**src/rtl/bsa_pkg.sv**
```systemverilog
package bsa_pkg;
  typedef enum logic {
    CARRY_D  = 1'b0,
    CARRY_SR = 1'b1
  } carry_kind_e;

  function automatic logic maj3(input logic x, input logic y, input logic z);
    return (x & y) | (x & z) | (y & z);
  endfunction
endpackage

```
**src/rtl/bsa_slice.sv**
```systemverilog
module bsa_slice (
  input  logic a_i,
  input  logic b_i,
  input  logic c_i,
  output logic s_o,
  output logic c_nxt_o
);
  always_comb begin
    s_o     = a_i ^ b_i ^ c_i;
    c_nxt_o = bsa_pkg::maj3(a_i, b_i, c_i);
  end
endmodule

```
**src/rtl/bsa_carry_d.sv**
```systemverilog
module bsa_carry_d (
  input  logic clk,
  input  logic rst,
  input  logic start,
  input  logic cin,
  input  logic valid,
  input  logic c_nxt,
  output logic q
);
  always_ff @(posedge clk) begin
    if (rst)        q <= 1'b0;
    else if (valid) q <= c_nxt;
    else if (start) q <= cin;
  end
endmodule

```
**src/rtl/bsa_carry_sr.sv**
```systemverilog
module bsa_carry_sr (
  input  logic clk,
  input  logic rst,
  input  logic start,
  input  logic cin,
  input  logic valid,
  input  logic a_i,
  input  logic b_i,
  output logic q
);
  logic set_c, clr_c, base_c;

  always_comb begin
    set_c  = valid & a_i & b_i;
    clr_c  = valid & ~a_i & ~b_i;
    base_c = start ? cin : q;
  end

  always_ff @(posedge clk) begin
    if (rst)        q <= 1'b0;
    else if (set_c) q <= 1'b1;
    else if (clr_c) q <= 1'b0;
    else            q <= base_c;
  end
endmodule

```
**src/rtl/bsa_collect.sv**
```systemverilog
module bsa_collect #(
  parameter int WIDTH = 8
) (
  input  logic             clk,
  input  logic             rst,
  input  logic             start,
  input  logic             valid,
  input  logic             s_i,
  input  logic             c_nxt_i,
  output logic             sum_bit,
  output logic             sum_vld,
  output logic [WIDTH-1:0] result,
  output logic             cout,
  output logic             done
);
  localparam int CW = $clog2(WIDTH + 1);
  localparam logic [CW-1:0] LAST_IDX = CW'(WIDTH - 1);

  logic [WIDTH-1:0] sh_q;
  logic [CW-1:0]    cnt_q, cnt_base;
  logic             busy_q, take, last;
  logic [WIDTH-1:0] sh_nxt;

  always_comb begin
    cnt_base = start ? '0 : cnt_q;
    take     = valid & (start | busy_q);
    last     = take & (cnt_base == LAST_IDX);
    if (WIDTH > 1) sh_nxt = {s_i, sh_q[WIDTH-1:1]};
    else           sh_nxt = s_i;
  end

  always_ff @(posedge clk) begin
    if (rst) begin
      sh_q    <= '0;
      cnt_q   <= '0;
      busy_q  <= 1'b0;
      sum_bit <= 1'b0;
      sum_vld <= 1'b0;
      result  <= '0;
      cout    <= 1'b0;
      done    <= 1'b0;
    end else begin
      sum_vld <= valid;
      if (valid) sum_bit <= s_i;
      done <= last;
      if (start) begin
        busy_q <= 1'b1;
        cnt_q  <= '0;
      end
      if (take) begin
        sh_q  <= sh_nxt;
        cnt_q <= cnt_base + 1'b1;
      end
      if (last) begin
        result <= sh_nxt;
        cout   <= c_nxt_i;
        busy_q <= 1'b0;
        cnt_q  <= '0;
      end
    end
  end
endmodule

```
**src/rtl/bitser_adder.sv**
```systemverilog
module bitser_adder #(
  parameter int                  WIDTH      = 8,
  parameter bsa_pkg::carry_kind_e CARRY_KIND = bsa_pkg::CARRY_D
) (
  input  logic             clk,
  input  logic             rst,
  input  logic             start,
  input  logic             cin,
  input  logic             valid,
  input  logic             a_bit,
  input  logic             b_bit,
  output logic             sum_bit,
  output logic             sum_vld,
  output logic [WIDTH-1:0] result,
  output logic             cout,
  output logic             done
);
  logic carry_q, c_use, s_c, c_nxt;

  always_comb c_use = start ? cin : carry_q;

  bsa_slice slice_i (
    .a_i(a_bit), .b_i(b_bit), .c_i(c_use), .s_o(s_c), .c_nxt_o(c_nxt)
  );

  generate
    if (CARRY_KIND == bsa_pkg::CARRY_SR) begin : g_sr
      bsa_carry_sr cell_i (
        .clk(clk), .rst(rst), .start(start), .cin(cin), .valid(valid),
        .a_i(a_bit), .b_i(b_bit), .q(carry_q)
      );
    end else begin : g_d
      bsa_carry_d cell_i (
        .clk(clk), .rst(rst), .start(start), .cin(cin), .valid(valid),
        .c_nxt(c_nxt), .q(carry_q)
      );
    end
  endgenerate

  bsa_collect #(.WIDTH(WIDTH)) coll_i (
    .clk(clk), .rst(rst), .start(start), .valid(valid),
    .s_i(s_c), .c_nxt_i(c_nxt),
    .sum_bit(sum_bit), .sum_vld(sum_vld), .result(result),
    .cout(cout), .done(done)
  );
endmodule

```
**config.mk**
```make
export PLATFORM = sky130hd
export DESIGN_NAME = bitser_adder
export DESIGN_NICKNAME = d
export VERILOG_FILES = /design/src/rtl/bsa_pkg.sv /design/src/rtl/bsa_slice.sv /design/src/rtl/bsa_carry_d.sv /design/src/rtl/bsa_carry_sr.sv /design/src/rtl/bsa_collect.sv /design/src/rtl/bitser_adder.sv
export SDC_FILE = /design/constraint.sdc
export NUM_CORES = 1
export LEC_CHECK = 0
export CAP_MARGIN = 30
export CORE_MARGIN = 2
export CORE_UTILIZATION = 35
export DETAILED_ROUTE_END_ITERATION = 16
export GPL_ROUTABILITY_DRIVEN = 0
export PLACE_DENSITY_LB_ADDON = 0.25
export REMOVE_ABC_BUFFERS = 1
export SYNTH_ARGS = -nofsm -noshare
export SYNTH_HDL_FRONTEND = slang
export SYNTH_HIERARCHICAL = 1
export SYNTH_SLANG_ARGS = --single-unit
```
**constraint.sdc**
```tcl
create_clock -name clk -period 2.2 [get_ports clk]
set_input_delay 0.22 -clock clk [delete_from_list [all_inputs] [get_ports clk]]
set_output_delay 0.22 -clock clk [all_outputs]
set_load 0.01 [all_outputs]
```
-- Word-level counts from Yosys, hierarchy flattened
Index checks and enable logic that the tools add are counted.
- register bits: 26
- memories: 0
- RAM bits: 0
- word-level logic and storage cells: 26
- memory bits (read-only): 0
- latch bits: 0
- add/sub/neg operators: 1
- divide/modulo/power cells: 0
- reduce and logical (&&, ||, !) cells: 1
- multipliers: 0
- shift-type cells: 0
- bitwise operators: 10
- magnitude comparators: 0
- eq/ne operators: 1
- mux-type cells: 4
- operators by type and width (operator ; count):
    $mux 4 ; 2
    $and 1x1->1 ; 5
    $add 4x1->4 const B ; 1
    $eq 4x3->1 const B ; 1
    $or 1x1->1 ; 3
    $mux 1 ; 2
    $reduce_or 2->1 ; 1
    $xor 1x1->1 ; 2

-- Logic depth before layout (Yosys ltp)
Gate-level depths: netlist (run 1).
- depth after elaboration: 5
- depth in mapped cells: 5

-- By module
Netlist (run 1), hierarchy kept.
- modules (own cells, without submodules) (module ; area an instance (um^2) ; cells each ; sequential area each (um^2) ; times used):
    bsa_collect ; 1008.5 ; 95 ; 480.5 ; 1
    bsa_carry_d ; 52.6 ; 5 ; 20.0 ; 1
    bsa_slice ; 20.0 ; 1 ; 0.0 ; 1
    bitser_adder ; 15.0 ; 1 ; 0.0 ; 1

-- Worst setup path before layout (run 1)
No wires, ideal clock.
- path kind: register to register
- start: register coll_i.cnt_q[0]
- end: register coll_i.result[0]
- data required time: 2.128 ns
- setup slack: 0.817 ns
- cell stages (with the launch flop): 6
- arrival: 1.311 ns
- cells stage by stage: dfxtp_1 > nor2b_1 > ha_1 > nor3b_4 > buf_8 > mux2i_1
- longest elaborated chain between the ends: 3
- RTL lines (element ; line ; source):
    from (decl) ; bsa_collect.sv:20 ; logic [CW-1:0] cnt_q, cnt_base;
    from (signal assigned) ; bsa_collect.sv:52 ; cnt_q <= cnt_base + 1'b1;
    $mux 4 ; n/a ;
    $eq 4x3->1 ; bsa_collect.sv:27 ; last = take & (cnt_base == LAST_IDX);
    $and 1x1->1 ; bsa_collect.sv:27 ;
    to (signal assigned) ; bsa_collect.sv:55 ; result <= sh_nxt;
    to (decl) ; bsa_collect.sv:12 ; output logic [WIDTH-1:0] result,
Every way passes these cells.
A chain may end at the register's enable or synchronous reset.

-- Final worst setup path (run 1)
- start: input port start
- end: register coll_i.result[4]
- longest elaborated chain between the ends: 3
- elaborated cells on any way between the ends: 5
- classes of those cells: 1 x eq/ne; 1 x mux; 3 x bitwise
- RTL lines (element ; line ; source):
    from (decl) ; bitser_adder.sv:7 ; input logic start,
    $mux 4 or $or 1x1->1 (tied branches) ; n/a ;
    $eq 4x3->1 or $and 1x1->1 (tied branches) ; bsa_collect.sv:27, bsa_collect.sv:26 ;
    $and 1x1->1 (*) ; bsa_collect.sv:27 ;
Mark *: on every way between the ends. The rest lies on a longest branch, timed or not.

==> out/metrics.yaml, run 1 <==
logic_synthesis:
  synth_edf_count: 0
  syn_area_per_cell_um2: 10.7
  ys_ff_latch: 25
  yosysTopAreaCell: "dfxtp_1"
  synth_ff_type: "dfxtp_1"
  synth_cell_types: 24
  seq_area_frac_synth_pct: 45.7
  synth_top_family_by_area: "simple AND/OR/NAND/NOR gates"
  netlist.area_leader.share_pct: 45.7
  synthTopCellsByArea: "dfxtp_1, mux2i_1, nand2b_1"
  synthCells: 102
  yosysWarnings: 6
  synth_xor_xnor_area_share_pct: 1.60
  muxShareOfSynthArea_pct: 18.7
  synthSimpleGateAreaFrac_pct: 24.0
  yosysMostFrequentCell: "dfxtp_1"
  synth_area_um2: 1100
  async_flop_share_pct: 0
  synthAdderAreaFrac_pct: 2.97
  synth_compound_area_share_pct: 3.88
  yosys-top-cells-count: "dfxtp_1, mux2i_1, nand2b_1, nor2_1, nor2b_1"
clock_tree:
  insertion_delay_ns: 0.31
  clockBufferDepth: 2
  clock_sinks: 25
  clkTransAtPathRegs_ns: 0.13
  cts-resized-gates: 0
  post-cts-setup-buffer-count: 0
  cts_made_buffers: 3
  cts_hold_buf: 0
  clockRootBuffer: "clkbuf_4"
  h-tree-depth: 1
  cts_tree: "built"
global_routing:
  grt_pass1_vias: 719
  antenna_found_initial: 0
  grt_pass1_wl_um: 3000
  grt_remaining_overflow: 0
  grt.total_usage_pct: 11.2
  grt_max_degree: 35
drt:
  route.antenna.remaining_nets: 0
  drc_errors: 0
  wirelength_um: 1790
  drtIter0Drc: 8
  vias: 728
  wl_per_cell_um: 10.7
  first_pass_iters: 4
  vias_per_cell: 4.36
sta:
  min_period_over_period_pct: 72.0
  tns_ns: 0
  slew_headroom_pct: 78.2
  max_freq_mhz: 632
  holdWs_ns: 0.483
  rsz0062_at_grt: "false"
  min_period_ns: 1.58
  drv_slew: 0
  setup_viol: 0
  hold_viol: 0
  worst_clock_skew_ns: 0.00123
  worstMarginPinSlew_ns: 0.325
layout:
  final_area_um2: 1370
  nNetsFinal: 133
  drive_gt1_share_pct: 10.6
  antennaDiodeCount: 0
  synthToLayoutAreaGrowth_pct: 25.0
pwr:
  power.leakage_nw: 0.532
  ir_drop_mv: 0.379
  powerDensity_nw_per_um2: 548
  finalPower_mw: 0.751
critical_path:
  critPathKind: "input port to flip-flop"
  slowest_stage: "clkdlybuf4s50_1"
  worstPathCellList: "clkdlybuf4s50_1 > buf_4 > nor2b_1 > ha_1 > nor3b_4 > buf_12 > mux2i_1"
  worst_setup_path_end_kind: "flip-flop"
  start_kind: "input port"
  crit_family: "buffers and inverters"
  critPathBufInv: 3
  crit_fanout: 14
  required_ns: 2.44
  cp_slowest_stage_delay_ns: 0.43
  cp.arrival_ns: 1.83
place:
  placed_area_um2: 1340
  numPortBuffers: 18
  place_hpwl_um: 1270
die:
  rows: 20
  coreArea_um2: 3030
  dieArea_um2: 3600
  pin_count: 19
  die_h_um: 60.0
  die_w_um: 60.0
  start_util_pct: 36.2
status:
  status: "complete, no violations"
worst_hold_path:
  hold_class: "flip-flop to flip-flop"
run:
  max-cap-violations: 0
## final timing paths
check	end	depth (start not counted)	slack, ns	startpoint
setup / recovery	coll_i/result[4]$_SDFFE_PP0P_	7	0.62	start
hold / removal	coll_i/result[2]$_SDFFE_PP0P_	2	0.48	coll_i/result[2]$_SDFFE_PP0P_
setup reg to reg	coll_i/result[4]$_SDFFE_PP0P_	5	0.76	coll_i/cnt_q[0]$_SDFF_PP0_
hold reg to reg	coll_i/result[2]$_SDFFE_PP0P_	2	0.48	coll_i/result[2]$_SDFFE_PP0P_
## report_power, final
| part | total, mW | switching, mW | leakage [nW] | internal [mW] |
|---|---|---|---|---|
| sequential | 0.470 | 0.00666 | 0.203 | 0.463 |
| combinational | 0.0816 | 0.0367 | 0.312 | 0.0450 |
| clock | 0.199 | 0.131 | 0.0177 | 0.0678 |
## worst reg2reg max path, delay by kind of cell, from the launching register on
kind / cells / cell delay [ns]
adders and majority gates: 1 / 0.20
buffers and inverters: 1 / 0.18
DFF: 1 / 0.36
muxes: 1 / 0.20
and+or+nand+nor: 2 / 0.44
## sequential cells by signal, summed over array words and instances (netlist names)
| name | flops |
|---|---|
| g_d.cell_i/q | 1 |
| coll_i/sum_bit | 1 |
| coll_i/sum_vld | 1 |
| coll_i/cnt_q | 4 |
| coll_i/busy_q | 1 |
| coll_i/cout | 1 |
| coll_i/done | 1 |
| coll_i/sh_q | 7 |
| coll_i/result | 8 |
## layout by cell type (no fill, tap or decap)
| master | synthesis | final |
|---|---|---|
| clkdlybuf4s50_1 | 0 | 18 |
| ha_1 | 1 | 1 |
| mux2_4 | 1 | 1 |
| a211oi_2 | 2 | 2 |
| fa_1 | 1 | 1 |
| and2b_1 | 1 | 1 |
| nor2b_1 | 5 | 5 |
| nand2b_1 | 19 | 19 |
| nor3b_4 | 1 | 1 |
| mux2i_1 | 19 | 19 |
| dfxtp_1 | 25 | 25 |
| o211ai_1 | 1 | 1 |
| o21ai_0 | 2 | 2 |
| inv_1 | 1 | 1 |
| nand4b_4 | 1 | 1 |
| buf_12 | 0 | 1 |
| clkinv_2 | 0 | 1 |
| nand2_1 | 1 | 1 |
| clkbuf_4 | 0 | 3 |
| nor2_1 | 10 | 10 |
| xnor2_1 | 1 | 1 |
| xor2_1 | 1 | 1 |
| buf_4 | 0 | 3 |
| nor3_1 | 3 | 3 |
| or3_1 | 1 | 1 |
## stage by stage
step           worst slack (ns)  utilization [%]  cells
6_report                  0.617             45.2    167
5_1_grt                   0.510             45.2    167
4_1_cts                   0.603             45.2    167
3_5_place_dp              0.265             44.3    163
3_3_place_gp              0.340             44.3    163
2_1_floorplan             0.423                -     97
## layer usage
layer  track usage, %  wire [um]  share of wire, %  vias to the layer above
met4             4.76         15              0.84                        0
met1             13.7        839                47                      337
met5                0          0                 0                        -
met3             2.60         52               2.9                        2
li1                 -          -                 -                      382
met2             18.6        885                49                        7
## final cells by class
cell class,count,area (um^2)
Timing Repair Buffer,22,223
Tap cell,44,55.1
Clock buffer,3,22.5
Clock inverter,1,5.00
Multi-Input combinational cell,71,561
Sequential cell,25,500
Inverter,1,3.75
Fill cell,287,1660
## kinds of logic (layout without fill, tap and decap cells)
group	count (synthesis)	count (layout)
AO/OA/AOI/OAI	5	5
XOR/XNOR	2	2
adder cells (fa/ha/maj)	2	2
buffers and inverters	6	27
flip-flops	25	25
multiplexers	20	20
AND/OR/NAND/NOR	42	42
Power figures use the tool's default switching activity.
==> run 2: changes to the inputs <==
==> constraint.sdc (replaced) <==
create_clock -name clk -period 1.3 [get_ports clk]
set_input_delay 0.13 -clock clk [delete_from_list [all_inputs] [get_ports clk]]
set_output_delay 0.13 -clock clk [all_outputs]
set_load 0.01 [all_outputs]
==> run 2 against run 1 <==
  * The run now ends with negative setup slack left
  * Cell area increased by 7.8%
  * First-iteration DRC count fell by 50%
  * Wire length up 9.9%
  * Global-route usage is 1.6 points higher
  * Clock skew increased by 0.0091 ns
  * Hold slack worse by 0.0038 ns
  * Sequential share of layout area decreased by 2.4 points
  * Count of clock-buffer cells in the layout is the same
  * Cell count is 4.8% higher
  * Utilization increased by 3.5 points
  * Register-to-register slack worse by 0.85 ns
  * Largest power group unchanged
==> out/metrics.yaml, run 2 (synthesized netlist as in run 1, its figures left out) <==
status:
  status: "finished, violations left"
  violations: "negative setup slack"
drt:
  vias_per_cell: 4.31
  drtIter0Drc: 4
  wl_per_cell_um: 11.3
  wirelength_um: 1970
  route.antenna.remaining_nets: 0
  first_pass_iters: 3
  drc_errors: 0
  vias: 755
sta:
  setup_viol: 13
  tns_ns: -0.871
  rsz0062_at_grt: "true"
  slew_headroom_pct: 83.3
  worstMarginPinSlew_ns: 0.250
  drv_slew: 0
  min_period_over_period_pct: 107
  holdWs_ns: 0.479
  worst_clock_skew_ns: 0.0103
  max_freq_mhz: 718
  hold_viol: 0
  min_period_ns: 1.39
  fin_ws_ns: -0.0921
place:
  placedCellCount: 169
  pre_cts_slack_ns: -0.515
  place_hpwl_um: 1300
  numPortBuffers: 18
  placed_area_um2: 1400
pwr:
  ir_drop_mv: 0.591
  power.leakage_nw: 0.634
  finalPower_mw: 1.31
  powerDensity_nw_per_um2: 890
critical_path:
  worst_setup_path_end_kind: "flip-flop"
  required_ns: 1.56
  cp.arrival_ns: 1.65
  start_kind: "flip-flop"
  critPathKind: "flip-flop to flip-flop"
  reg2reg_from: "coll_i/cnt_q[0]$_SDFF_PP0_"
  crit_fanout: 7
  crit_path_start: "coll_i/cnt_q[0]$_SDFF_PP0_"
  reg2reg_slack_ns: -0.09
die:
  die_w_um: 60.0
  rows: 20
  die_h_um: 60.0
  start_util_pct: 36.2
  pin_count: 19
  coreArea_um2: 3030
  dieArea_um2: 3600
clock_tree:
  clockBufferDepth: 2
  insertion_delay_ns: 0.33
  h-tree-depth: 1
  cts_made_buffers: 3
  clkTransAtPathRegs_ns: 0.14
  clockRootBuffer: "clkbuf_4"
  clock_sinks: 25
  cts_tree: "built"
layout:
  drive_gt1_share_pct: 22.9
  final_area_um2: 1480
  nNetsFinal: 141
  fillers: 286
  synthToLayoutAreaGrowth_pct: 34.7
  utilization_pct: 48.8
  layoutNonFillerInstCount: 175
  reg_top3: "coll_i/result x8, coll_i/sh_q x7, coll_i/cnt_q x4"
  regMostFlops: "coll_i/result"
  layout_commonest_cell: "dfxtp_1"
  largest_reg_flops: 8
  final_cell_mix: "dfxtp_1, mux2i_1, nand2b_1"
  antennaDiodeCount: 0
global_routing:
  grt_pass1_vias: 780
  grt.total_usage_pct: 12.7
  grt_remaining_overflow: 0
  grt_max_degree: 35
  grt_pass1_wl_um: 3390
  antenna_found_initial: 0
worst_hold_path:
  hold_class: "flip-flop to flip-flop"
  hp-start: "coll_i/result[5]$_SDFFE_PP0P_"
run:
  max-cap-violations: 0
-- run 2: cell type report --
class | count | area (um^2) | area share (%)
clock buffer | 3 | 22.5 | 1.53
clock inverter | 1 | 7.51 | 0.508
inverter | 1 | 3.75 | 0.254
multi-input combinational | 71 | 593 | 40.2
sequential | 25 | 504 | 34.2
tap | 44 | 55.1 | 3.73
timing repair buffer | 30 | 290 | 19.7
-- run 2: critical path, cell delays in order (launching register included) --
cell and delay [ns]:
dfxtp_2 0.35, nor2b_4 0.14, ha_2 0.20, nor3b_4 0.27
buf_12 0.17, mux2i_1 0.18
-- run 2: report_power, final --
| group | internal (mW) | switching, mW |
|---|---|---|
| logic | 0.0908 | 0.0695 |
| clock network | 0.118 | 0.240 |
| registers | 0.785 | 0.0113 |
| total | 0.993 | 0.321 |
-- run 2: final timing paths --
path | to | cells after the start
min | coll_i/result[5]$_SDFFE_PP0P_ | 2
max reg2reg | coll_i/cout$_SDFFE_PP0P_ | 5
min reg2reg | coll_i/result[5]$_SDFFE_PP0P_ | 2
max | coll_i/cout$_SDFFE_PP0P_ | 5
-- run 2: routing by layer --
| layer | track usage (%) | routed length (um) |
|---|---|---|
| met4 | 6.67 | 36 |
| met1 | 14.9 | 882 |
| met3 | 1.95 | 43 |
| met5 | 0 | 0 |
| met2 | 22.2 | 1010 |
-- run 2: what timing repair did --
| item | in CTS | in global routing |
|---|---|---|
| setup endpoints to repair | 29 | 18 |
| gates cloned | 1 | 0 |
| hold endpoints to repair | 0 | 0 |
| gates resized for setup | 23 | 5 |
| pin swaps | 2 | 6 |
| hold buffers | 0 | 0 |
| setup buffers | 3 | 1 |
